==> src/rtl/uart_tx_dbuf_pkg.sv <==
package uart_tx_dbuf_pkg;

    localparam int DATA_W    = 8;
    localparam int FRAME_MAX = 12;
    localparam int LEN_W     = $clog2(FRAME_MAX + 1);

    typedef enum logic [1:0] {
        PAR_NONE = 2'b00,
        PAR_ZERO = 2'b01,
        PAR_ODD  = 2'b10,
        PAR_EVEN = 2'b11
    } par_mode_e;

    typedef struct packed {
        logic      len8;
        par_mode_e par;
        logic      stop2;
    } frame_cfg_t;

    typedef struct packed {
        logic [FRAME_MAX-1:0] bits;
        logic [LEN_W-1:0]     len;
    } frame_t;

    // Lay out one frame, LSB goes out first; unused upper bits stay high.
    function automatic frame_t build_frame(input logic [DATA_W-1:0] d, input frame_cfg_t c);
        frame_t     f;
        logic       ones;
        logic [3:0] ppos;
        f.bits      = '1;
        f.bits[0]   = 1'b0;
        f.bits[8:1] = c.len8 ? d : {1'b1, d[6:0]};
        ones        = c.len8 ? ^d : ^d[6:0];
        ppos        = c.len8 ? 4'd9 : 4'd8;
        case (c.par)
            PAR_ZERO: f.bits[ppos] = 1'b0;
            PAR_ODD:  f.bits[ppos] = ~ones;
            PAR_EVEN: f.bits[ppos] = ones;
            default:  ;
        endcase
        f.len = LEN_W'(ppos) + ((c.par == PAR_NONE) ? LEN_W'(0) : LEN_W'(1))
              + (c.stop2 ? LEN_W'(2) : LEN_W'(1));
        return f;
    endfunction

endpackage

==> src/rtl/uart_tx_dbuf_hold.sv <==
module uart_tx_dbuf_hold
    import uart_tx_dbuf_pkg::*;
(
    input  logic              clk,
    input  logic              rst,
    input  logic              run,
    input  logic              wr_en,
    input  logic [DATA_W-1:0] wr_data,
    input  logic              take,
    output logic              full,
    output logic [DATA_W-1:0] data
);

    always_ff @(posedge clk) begin
        if (rst || !run) begin
            full <= 1'b0;
            data <= '0;
        end else if (take) begin
            full <= 1'b0;
        end else if (wr_en && !full) begin
            full <= 1'b1;
            data <= wr_data;
        end
    end

    AST_FULL_WRITE_DROPPED: assert property (@(posedge clk) disable iff (rst)
        (run && full && wr_en && !take) |=> (full && $stable(data) || !$past(run)))
        else $error("write while full changed the held byte");

endmodule

==> src/rtl/uart_tx_dbuf_shift.sv <==
module uart_tx_dbuf_shift
    import uart_tx_dbuf_pkg::*;
(
    input  logic   clk,
    input  logic   rst,
    input  logic   run,
    input  logic   tick,
    input  logic   load,
    input  frame_t frame,
    output logic   busy,
    output logic   last,
    output logic   txd
);

    logic [FRAME_MAX-1:0] sh;
    logic [LEN_W-1:0]     rem;

    always_ff @(posedge clk) begin
        if (rst || !run) begin
            sh  <= '1;
            rem <= '0;
        end else if (load) begin
            sh  <= frame.bits;
            rem <= frame.len;
        end else if (tick && rem != '0) begin
            sh  <= {1'b1, sh[FRAME_MAX-1:1]};
            rem <= rem - 1'b1;
        end
    end

    assign busy = (rem != '0);
    assign last = tick && (rem == LEN_W'(1));
    assign txd  = busy ? sh[0] : 1'b1;

    AST_START_BIT_LOW: assert property (@(posedge clk) disable iff (rst)
        (load && run) |=> (!txd || !$past(run)))
        else $error("load not followed by start bit");

endmodule

==> src/rtl/uart_tx_dbuf.sv <==
module uart_tx_dbuf
    import uart_tx_dbuf_pkg::*;
#(
    parameter int SETTLE_TICKS = 2
) (
    input  logic              clk,
    input  logic              rst,
    input  logic              bit_tick,
    input  logic              clk_en,
    input  logic              tx_en,
    input  logic              len8,
    input  logic [1:0]        par_mode,
    input  logic              stop2,
    input  logic              wr_en,
    input  logic [DATA_W-1:0] wr_data,
    output logic              txd,
    output logic              buf_full,
    output logic              shift_busy,
    output logic              tx_irq
);

    localparam int SW = $clog2(SETTLE_TICKS + 1);

    logic              en, en_q, settled, run;
    logic [SW-1:0]     settle_cnt;
    logic              take, frame_last;
    logic [DATA_W-1:0] held;
    frame_cfg_t        cfg;
    frame_t            frame;

    assign en      = clk_en && tx_en;
    assign settled = (settle_cnt >= SW'(SETTLE_TICKS));
    assign run     = en && settled;

    // Settling window: restarts when the enables drop, counts bit ticks.
    always_ff @(posedge clk) begin
        if (rst) begin
            en_q       <= 1'b0;
            settle_cnt <= SW'(SETTLE_TICKS);
        end else begin
            en_q <= en;
            if (en_q && !en)
                settle_cnt <= '0;
            else if (bit_tick && !settled)
                settle_cnt <= settle_cnt + 1'b1;
        end
    end

    assign cfg   = '{len8: len8, par: par_mode_e'(par_mode), stop2: stop2};
    assign frame = build_frame(held, cfg);
    assign take  = run && bit_tick && buf_full && (!shift_busy || frame_last);

    uart_tx_dbuf_hold u_hold (
        .clk     (clk),
        .rst     (rst),
        .run     (run),
        .wr_en   (wr_en),
        .wr_data (wr_data),
        .take    (take),
        .full    (buf_full),
        .data    (held)
    );

    uart_tx_dbuf_shift u_shift (
        .clk   (clk),
        .rst   (rst),
        .run   (run),
        .tick  (bit_tick),
        .load  (take),
        .frame (frame),
        .busy  (shift_busy),
        .last  (frame_last),
        .txd   (txd)
    );

    always_ff @(posedge clk) begin
        if (rst) tx_irq <= 1'b0;
        else     tx_irq <= run && frame_last;
    end

    AST_HALTED_IS_IDLE: assert property (@(posedge clk) disable iff (rst)
        !run |=> (!buf_full && !shift_busy && txd))
        else $error("disabled block not idle");

    AST_HANDOFF_SETS_BUSY: assert property (@(posedge clk) disable iff (rst)
        ($fell(buf_full) && $past(run)) |-> shift_busy)
        else $error("buffer emptied without shifter taking the byte");

    AST_IRQ_AFTER_FRAME: assert property (@(posedge clk) disable iff (rst)
        tx_irq |-> $past(shift_busy))
        else $error("interrupt without a frame");

    AST_IRQ_SINGLE: assert property (@(posedge clk) disable iff (rst)
        tx_irq |=> !tx_irq)
        else $error("interrupt longer than one clock");

endmodule

==> config.mk <==
export PLATFORM = sky130hd
export DESIGN_NAME = uart_tx_dbuf
export DESIGN_NICKNAME = d
export VERILOG_FILES = /design/src/rtl/uart_tx_dbuf_pkg.sv /design/src/rtl/uart_tx_dbuf_hold.sv /design/src/rtl/uart_tx_dbuf_shift.sv /design/src/rtl/uart_tx_dbuf.sv
export SDC_FILE = /design/constraint.sdc
export NUM_CORES = 1
export LEC_CHECK = 0
export ABC_CLOCK_PERIOD_IN_PS = 2400
export BUFFER_PORTS_ARGS = -buffer_cell sky130_fd_sc_hd__clkbuf_2
export CAP_MARGIN = 20
export CELL_PAD_IN_SITES_DETAIL_PLACEMENT = 0
export CELL_PAD_IN_SITES_GLOBAL_PLACEMENT = 1
export CORE_MARGIN = 5
export CORE_UTILIZATION = 42
export DETAILED_ROUTE_END_ITERATION = 6
export GPL_TIMING_DRIVEN = 0
export PLACE_DENSITY = 0.76
export SYNTH_ARGS = -nofsm -noshare
export SYNTH_HDL_FRONTEND = slang
export SYNTH_SLANG_ARGS = --single-unit
==> constraint.sdc <==
create_clock -name clk -period 2.4 [get_ports clk]
set_input_delay 0.48 -clock clk [delete_from_list [all_inputs] [get_ports clk]]
set_output_delay 0.48 -clock clk [all_outputs]
set_load 0.1 [all_outputs]
== Word-level counts from Yosys, hierarchy flattened ==
Index checks and enable logic that the tools add are counted.

* Bits in registers: 29
* Output and inout port bits: 4

* Add/sub/neg operators: 4
* Order comparisons: 3
* Eq/ne operators: 4
* Muxes and demuxes: 17
* Bitwise gates (word level): 4
* Reduce and logical (&&, ||, !) cells: 28

{| class="wikitable"
|+ Operators with widths
! kind !! number
|-
| $pmux 12 s3 || 1
|-
| $bwmux 12 || 2
|-
| $mux 12 || 2
|-
| $and 12x12->12 || 1
|-
| $logic_and 1x1->1 || 12
|-
| $not 12->12 || 1
|-
| $mux 4 || 2
|-
| $mux 8 || 1
|-
| $reduce_xor 8->1 || 1
|-
| $reduce_xor 7->1 || 1
|-
| $mux 2 || 3
|-
| $logic_not 1->1 || 5
|-
| $lt 4x5->1 const B || 1
|-
| $mux 1 || 5
|-
| $add 4x1->4 || 1
|-
| $add 4x2->4 || 1
|-
| $demux 1 s4 || 1
|-
| $eq 2x2->1 const B || 2
|-
| $eq 4x1->1 const B || 1
|-
| $ge 4x1->1 const B || 1
|-
| $reduce_bool 2->1 || 2
|-
| $reduce_bool 4->1 || 1
|-
| $reduce_or 2->1 || 2
|-
| $sub 4x1->4 const B || 1
|-
| other kinds (7) || 9
|}

== Depth between registers and ports, before layout ==
Gate-level depths: netlist (run 1).

* Depth after elaboration: 9
* Mapped depth: 8
* Mapped depth without buffers: 7

== Hierarchy ==
A second synthesis (run 1) with hierarchy kept.

* Cells, all modules: 208
* Area total of the unflattened synthesis: 1916.8 µm²

{| class="wikitable"
|+ By module, submodules not included
! module !! instances !! cells an instance !! area an instance (µm²) !! seq. area each (µm²)
|-
| uart_tx_dbuf_shift || 1 || 116 || 1064.8 || 320.3
|-
| uart_tx_dbuf_hold || 1 || 40 || 452.9 || 180.2
|-
| uart_tx_dbuf || 1 || 52 || 399.1 || 80.1
|}

== Worst setup path after synthesis (run 1) ==
No wires, ideal clock.

* Path type: reg2out
* Start: register u_shift.rem[0]
* End: output txd
* Arrival: 1926 ps
* Required time: 1920 ps
* Setup slack: -6 ps
* Stages on the path, launching flop included: 5
* Path buffers: 0
* Path through: dfxtp_1 > inv_1 > ha_1 > or3b_4 > nand2b_1

* Cells in the longest elaborated chain, start to end: 2

{| class="wikitable"
|+ Ends and longest elaborated chain
! what !! RTL line !! source
|-
| start: declaration || uart_tx_dbuf_shift.sv:16 || <nowiki>logic [LEN_W-1:0] rem;</nowiki>
|-
| start signal: assignment || uart_tx_dbuf_shift.sv:24 || <nowiki>rem <= frame.len;</nowiki>
|-
| start signal: assignment || uart_tx_dbuf_shift.sv:27 || <nowiki>rem <= rem - 1'b1;</nowiki>
|-
| $reduce_bool 4->1 || uart_tx_dbuf_shift.sv:31 || <nowiki>assign busy = (rem != '0);</nowiki>
|-
| net shift_busy || uart_tx_dbuf.sv:18 || <nowiki>output logic shift_busy,</nowiki>
|-
| $mux 1 || uart_tx_dbuf_shift.sv:33 || <nowiki>assign txd = busy ? sh[0] : 1'b1;</nowiki>
|-
| end: declaration || uart_tx_dbuf.sv:16 || <nowiki>output logic txd,</nowiki>
|}

The timed path passes the listed nets, and every way through them passes these cells.

== Worst setup path in the final report (run 1) ==
* Start: register u_shift.rem[0]
* End: output txd

* Cells in the longest elaborated chain, start to end: 2

{| class="wikitable"
|+ Ends and longest elaborated chain
! what !! RTL line
|-
| $reduce_bool 4->1 || uart_tx_dbuf_shift.sv:31
|-
| $mux 1 || uart_tx_dbuf_shift.sv:33
|}

Every way passes these cells.

==> metrics list, run 1 <==
- The flow ran to the end, and the final reports show no timing, DRC or antenna violations.
- Kind of capture point of the worst setup path: output port
- The total overflow left after global routing is 0.
* Vias per cell: 5.14
* Core Area: 3100 um^2
* Arrival time at the worst endpoint: 1.80 ns
- Slew Limit Fails: 0
- 1st-iter DRT viols: 73
- For this run, the number of Yosys warnings is 0.
* Final weighted congestion in routability-driven placement: 0.842
* Chain of cells forming the critical path: inv_1, ha_1, or3b_4, nand2b_2, buf_4
- Residual DRC count: 0
- PortBufs: 20
- Of the total power, the share spent switching nets is 25.8%.
- CTS built an H-tree with a depth of 1.
* Standard cell area after detailed placement: 1540 um^2
- The average instance in the mapped netlist occupies 9.50 um^2.
* Clock skew after layout: 0.00647 ns
- In this run the cell area of the synthesized design comes to 1380 um^2.
- Setup repair after global routing left no endpoint under its margin.
- In the final timing run, aggregate negative setup slack is 0 ns.
- In the final design database the tool counted 194 nets.
* Final wirelength: 2.80 mm
- Cell internal power dissipation: 0.562 mW
- Cells with a size suffix above 1 make up 21.3% of the layout.
* IO Count: 22
- Type of origin of the critical path: flip-flop
* Sequential cell area fraction in the yosys report: 39.2%
- Hold Vio Cnt, Final: 0
* Number of instances in the synthesized netlist: 145
- Final instance area: 1570 um^2
- Clock power share: 28.0%
- Number of global-route vias before repair: 1,100
- Post-synth EDFFs: 0
- Counting flops and latches in the post-synthesis netlist gives 27.
- The detail route stage leaves a number of antenna-violating nets equal to 0.
- Placement Rows: 20
* Total setup buffers inserted after CTS: 0
- Post-layout min period: 2.28 ns
* Cell taking the most area after synthesis: sky130_fd_sc_hd__dfxtp_1
- Worst min path class: in -> reg
* Clock sink count: 27
- Most used cells in the layout excluding fill and tap cells: 27 x sky130_fd_sc_hd__dfxtp_1, 23 x sky130_fd_sc_hd__nor2_1, 18 x sky130_fd_sc_hd__clkbuf_2, 11 x sky130_fd_sc_hd__mux2i_1, 9 x sky130_fd_sc_hd__nand2_1
* Relative slew slack: 60.7%
- Maximum VDD drop: 0.224 mV
- Entering global routing, the biggest net connects 18 pins.
- Actual slew at the worst max-slew pin: 0.589 ns
- Dividing the detail-routed wire length by the instance count gives 13.2 um.
- Antenna diode count: 0
- The detailed router placed 1,094 vias in this run.
- First-pass GRT wire length: 5.04 mm
- Fill cells in the final layout number 330.
- Post-synth top flop: sky130_fd_sc_hd__dfxtp_1
- Buffer type at the clock tree root: sky130_fd_sc_hd__clkbuf_4
* Net count after synthesis: 169
- Layout-stage area growth over the synthesis result: 13.9%
- After clock tree synthesis, the clock-pin slew on the worst setup and hold paths is 0.16 ns.
- Combinational group share of total power: 11.4%
- Power share of the sequential group: 60.6%
* HPWL after detailed placement: 2.20 mm
- Global routing used 14.4% of the available tracks across all layers.
- For this run, the slowest stage of the critical path takes 0.44 ns.
- Total power per unit cell area: 482 nW/um^2
* CP required: 1.92 ns
- The final critical path takes up 95.1% of the cycle.
- Async SR Flop Fraction: 0%
- Synth cell types: 39
* CTS Buf Count: 3
* TritonCTS clock tree: yes
- The share of synthesized area in the top cell type comes to 39.2%.
- Maximum fanout along the worst path: 4
* DRT Pass-1 Iters: 4
- In this run the power spent charging and discharging nets is 0.195 mW.
* Leading cell type in the layout, fill and taps excluded: sky130_fd_sc_hd__dfxtp_1
- Setup violations remaining at the end of the flow were counted as 0.
- The critical path is of the reg -> out type.
* Top post-synthesis cells by area: sky130_fd_sc_hd__dfxtp_1 39%, sky130_fd_sc_hd__mux2i_1 8.0%, sky130_fd_sc_hd__nor2_1 6.3%, sky130_fd_sc_hd__ha_1 4.5%, sky130_fd_sc_hd__xnor3_1 3.3%
* Die outline width: 67.3 um
- Maximum clock path buffer count: 2
* Number of antenna violations at the first check in global routing: 0
- In this run the static leakage power is 0.624 nW.
- Area of the die: 4530 um^2
- For this configuration, the core starts out at a cell density of 44.4%.
- Based on the critical path, the design can be clocked at up to 438 MHz.
* Crit-path slowest cell: sky130_fd_sc_hd__or3b_4
- From bottom edge to top edge, the die measures 67.3 um.
- Worst-Skew Late Latency: 0.33 ns
* Max-cap violations: 0
[routing by layer]
layer	GRT usage, %	wire (um)
met2	23.4	1270
met1	19.4	1390
met5	0	0
met3	2.16	113
met4	4.56	34
[power by group through the flow]
stage / clock network (mW) / logic, mW / registers (mW)
6_report: 0.212 / 0.0860 / 0.458
4_1_cts: 0.222 / 0.0870 / 0.459
5_1_grt: 0.244 / 0.0966 / 0.460
3_3_place_gp: 0 / 0.0840 / 0.468
2_1_floorplan: 0 / 0.0537 / 0.471
3_5_place_dp: 0 / 0.0865 / 0.468
[cell type report]
type | instances | area [um^2] | area share [%]
tap | 44 | 55.1 | 3.51
buffer | 7 | 68.8 | 4.39
inverter | 5 | 18.8 | 1.20
multi-input combinational | 106 | 752 | 47.9
sequential | 27 | 541 | 34.4
clock inverter | 1 | 8.76 | 0.558
timing repair buffer | 20 | 103 | 6.54
clock buffer | 3 | 22.5 | 1.44
[final timing paths]
kind / slack (ns) / depth (start not counted) / to / from
min reg2reg: 0.45 / 1 / settle_cnt[0]$_SDFFE_PP0P_ / en_q$_SDFF_PP0_
min: 0.33 / 2 / settle_cnt[0]$_SDFFE_PP0P_ / rst
max reg2reg: 0.47 / 6 / u_shift.sh[8]$_SDFFE_PP1P_ / settle_cnt[1]$_SDFFE_PP1P_
max: 0.12 / 5 / txd / u_shift.rem[0]$_SDFFE_PP0P_
[state kept, by name (all words and copies together) (netlist names)]
register / cells
en_q: 1
u_hold.data: 8
u_shift.rem: 4
u_shift.sh: 10
u_hold.full: 1
tx_irq: 1
settle_cnt: 2
[kinds of logic (layout without fill, tap and decap cells)]
group                    count (synthesis)  after routing  share of synthesized area, %
AO/OA/AOI/OAI                           34             34                          17.7
multiplexers                            11             11                          7.99
adder cells (fa/ha/maj)                  6              6                          5.99
flip-flops                              27             27                          39.2
AND/OR/NAND/NOR                         48             48                          16.3
XOR/XNOR                                 7              7                          6.45
buffers and inverters                   12             36                          6.36
[metrics by stage]
| step | power (mW) | utilization, % | hold slack, ns | setup WS (ns) | instances |
|---|---|---|---|---|---|
| after floorplan | 0.524 | - | 0.408 | 0.207 | 145 |
| after global placement | 0.552 | 49.5 | 0.420 | 0.343 | 209 |
| after detailed placement | 0.555 | 49.5 | 0.429 | 0.336 | 209 |
| after CTS | 0.768 | 50.6 | 0.327 | 0.0612 | 213 |
| after global routing | 0.800 | 50.6 | 0.334 | 0.0110 | 213 |
| final | 0.757 | 50.6 | 0.334 | 0.117 | 213 |
[cells in the mapped netlist (2+ instances only)]
| master | number |
|---|---|
| sky130_fd_sc_hd__a21oi_1 | 5 |
| sky130_fd_sc_hd__clkbuf_1 | 2 |
| sky130_fd_sc_hd__nand4b_1 | 2 |
| sky130_fd_sc_hd__clkbuf_8 | 2 |
| sky130_fd_sc_hd__o21ai_0 | 8 |
| sky130_fd_sc_hd__nand3_1 | 4 |
| sky130_fd_sc_hd__o21a_1 | 2 |
| sky130_fd_sc_hd__xor2_1 | 2 |
| sky130_fd_sc_hd__nor2_1 | 23 |
| sky130_fd_sc_hd__inv_1 | 5 |
| sky130_fd_sc_hd__ha_1 | 5 |
| sky130_fd_sc_hd__nand2b_1 | 2 |
| sky130_fd_sc_hd__o22ai_1 | 7 |
| sky130_fd_sc_hd__xnor3_1 | 2 |
| sky130_fd_sc_hd__nand2_1 | 9 |
| sky130_fd_sc_hd__buf_6 | 3 |
| sky130_fd_sc_hd__dfxtp_1 | 27 |
| sky130_fd_sc_hd__xnor2_1 | 3 |
| sky130_fd_sc_hd__nor3_1 | 2 |
| sky130_fd_sc_hd__mux2i_1 | 11 |
[worst max-delay path, delay by kind of cell, from the launching register on]
family	cells	cell delay, ns
flip-flops	1	0.37
buffers and inverters	2	0.38
adder cells (fa/ha/maj)	1	0.21
AND/OR/NAND/NOR	2	0.52
[timing repair]
| action | 4_1_cts | 5_1_grt |
|---|---|---|
| hold buffers | 0 | 0 |
| endpoints found under the setup margin | 1 | 2 |
| hold endpoints to repair | 0 | 0 |
| gates cloned | 0 | 0 |
| resized for setup | 1 | 2 |
Note: power is estimated with default switching activity, not from simulation.
==> inputs of run 2 (changes only) <==
Settings changed: BUFFER_PORTS_ARGS -buffer_cell sky130_fd_sc_hd__clkbuf_2 to unset, DONT_BUFFER_PORTS set to 1, PLACE_DENSITY 0.76 to 0.68.
==> metrics list, run 2 (synthesis results as in run 1) <==
- The power density relative to cell area is 488 nW/um^2 (was 482 nW/um^2).
- Global Route Usage Sum: 13.9% (was 14.4%)
- Final core occ: 48.3% (was 50.6%)
- The cell at the root of the clock tree is sky130_fd_sc_hd__clkbuf_4 (unchanged).
* CTS Buf Count: 3 (unchanged)
- TritonCTS clock tree: yes (unchanged)
- Clock sink count: 27 (unchanged)
* Fill count: 335 (was 330)
- The placeable core area came to 3100 um^2 (unchanged).
- Maximum fanout along the worst path: 4 (unchanged)
- The worst ir drop on vdd came to 0.424 mV (was 0.224 mV).
* Arrival time at the worst endpoint: 1.84 ns (was 1.80 ns)
* RSZ-0062 raised after global routing: false (unchanged)
* Worst-Skew Late Latency: 0.33 ns (about the same)
- The setup-violating endpoint count in the final report came to 0 (unchanged).
* Placement Rows: 20 (unchanged)
* Clock skew after layout: 0.00442 ns (was 0.00647 ns)
* Max reg flops: 10 (unchanged)
- The nature of the critical path endpoint was an output port (unchanged).
- The total negative setup slack is 0 ns (unchanged).
- Max-cap violations: 0 (unchanged)
- DRT Pass-1 Iters: 4 (unchanged)
* First-pass GRT wire length: 4.73 mm (was 5.04 mm)
- The post-route cell area is 1500 um^2 (was 1570 um^2).
- The growth of design area from synthesis to finish came to 8.81% (was 13.9%).
- Vert. Die Dim: 67.3 um (unchanged)
- Outcome: complete, no violations (unchanged)
- Hold Vio Cnt, Final: 0 (unchanged)
* Post-route antenna net violation count: 0 (unchanged)
* Total overflow reported by the global router: 0 (unchanged)
* Nets: 175 (was 194)
* Clock-pin transition on the worst setup and hold timing paths: 0.15 ns (was 0.16 ns)
- Final wirelength: 2.84 mm (was 2.80 mm)
* Actual slew at the worst max-slew pin: 0.942 ns (was 0.589 ns)
- IO Count: 22 (unchanged)
* Maximum clock path buffer count: 2 (unchanged)
* PortBufs: 0 (was 20)
- The final total power was 0.731 mW (was 0.757 mW).
- CP required: 1.92 ns (about the same)
* Die outline width: 67.3 um (unchanged)
* Residual DRC count: 0 (unchanged)
- Routed wirelength normalized by instance count: 14.6 um (was 13.2 um)
* Post-layout min period: 2.32 ns (was 2.28 ns)
- Layout cells sized above 1: 15.3% (was 21.3%)
* Number of global-route vias before repair: 1,032 (was 1,100)
- The fmax came to 430 MHz (was 438 MHz).
- WS Path Type: reg -> out (unchanged)
- Area of the die: 4530 um^2 (unchanged)
- Number of vias after detailed routing: 1,052 (was 1,094)
- The type of the tightest min-delay check is in -> reg (unchanged).
* Standard cell area after detailed placement: 1440 um^2 (was 1540 um^2)
- Most used cells in the layout excluding fill and tap cells: 24 x sky130_fd_sc_hd__dfxtp_1, 23 x sky130_fd_sc_hd__nor2_1, 11 x sky130_fd_sc_hd__mux2i_1, 9 x sky130_fd_sc_hd__nand2_1, 8 x sky130_fd_sc_hd__o21ai_0 (was 27 x sky130_fd_sc_hd__dfxtp_1, 23 x sky130_fd_sc_hd__nor2_1, 18 x sky130_fd_sc_hd__clkbuf_2, 11 x sky130_fd_sc_hd__mux2i_1, 9 x sky130_fd_sc_hd__nand2_1)
* Maximum level of the CTS H-tree: 1 (unchanged)
- Type of origin of the critical path: flip-flop (unchanged)
- Final weighted congestion in routability-driven placement: 0.748 (was 0.842)
- Share of the clock period used by the worst path after layout: 96.9% (was 95.1%)
- The leakage component of the power came to 0.553 nW (was 0.624 nW).
* Slew Limit Fails: 0 (unchanged)
* Reg with most FFs: u_shift.sh (unchanged)
- Biggest regs: u_shift.sh (10), u_hold.data (8), u_shift.rem (4) (unchanged).
* Antenna diode count: 0 (unchanged)
* Hold-fix buffer count after cts: 0 (unchanged)
- Number of antenna violations at the first check in global routing: 0 (unchanged)
* HPWL after detailed placement: 2.15 mm (was 2.20 mm)
- Relative slew slack: 37.1% (was 60.7%)
- Effective utilization at floorplan: 44.4% (unchanged)
* 1st-iter DRT viols: 59 (was 73)
* Maximum number of pins on one net before global-route repair: 17 (was 18)
- The average via count per standard cell was 5.42 (was 5.14).
- Leading cell type in the layout, fill and taps excluded: sky130_fd_sc_hd__dfxtp_1 (unchanged)
-- run 2: cell types whose count changed in the layout (fill, tap and decap cells not counted), sizes merged --
cell      previous run  this run
buf                  5         4
clkinvlp             0         1
clkbuf              25         7
inv                  6         5
-- run 2: worst max-delay path, cell delays in order, from the launching register on --
cell and delay (ns):
sky130_fd_sc_hd__dfxtp_4 0.39, sky130_fd_sc_hd__inv_4 0.07, sky130_fd_sc_hd__ha_4 0.14, sky130_fd_sc_hd__or3b_4 0.57, sky130_fd_sc_hd__nand2b_4 0.34
-- run 2: metrics by stage --
stage	setup slack, ns	instances	hold slack [ns]
6_report	0.0755	194	0.201
5_1_grt	0.00418	194	0.162
4_1_cts	0.00170	193	0.180
3_5_place_dp	0.0785	189	0.433
3_3_place_gp	0.0967	189	0.418
2_1_floorplan	0.207	145	0.408
-- run 2: area by class of cell --
cell class,count,area [um^2],share of cell area (%)
plain buffers,7,68.8,4.59
clock buffers,3,22.5,1.50
clock inverters,1,7.51,0.501
inverters,5,21.3,1.42
multi-input cells,106,769,51.3
flip-flops and latches,27,547,36.5
well taps,44,55.1,3.67
repair buffers,1,7.51,0.501
-- run 2: path summary, 6_finish.rpt --
kind / startpoint / to / slack (ns) / cells past startpoint
setup / recovery: u_shift.rem[0]$_SDFFE_PP0P_ / txd / 0.08 / 4
hold / removal: rst / settle_cnt[0]$_SDFFE_PP0P_ / 0.20 / 1
setup reg to reg: u_shift.rem[0]$_SDFFE_PP0P_ / u_shift.rem[3]$_SDFFE_PP0P_ / 0.35 / 7
hold reg to reg: en_q$_SDFF_PP0_ / settle_cnt[0]$_SDFFE_PP0P_ / 0.45 / 1
-- run 2: power by group --
part / total, mW / leakage [nW] / switching, mW / internal [mW]
Sequential: 0.461 / 0.220 / 0.00879 / 0.453
Combinational: 0.0640 / 0.319 / 0.0335 / 0.0305
Clock: 0.206 / 0.0139 / 0.142 / 0.0637
Total: 0.731 / 0.553 / 0.184 / 0.547
-- run 2: timing repair --
item / 4_1_cts / 5_1_grt
buffers inserted: 0 / 1
resized for setup: 4 / 6
endpoints found under the setup margin: 1 / 3
pin swaps: 1 / 0
-- run 2: per-layer routing --
layer	up-vias	track usage, %	wire length [um]
met4	0	3.04	19
met3	2	3.99	100
met5	-	0	0
met1	508	16.4	1320
li1	526	-	-
met2	16	24.7	1410
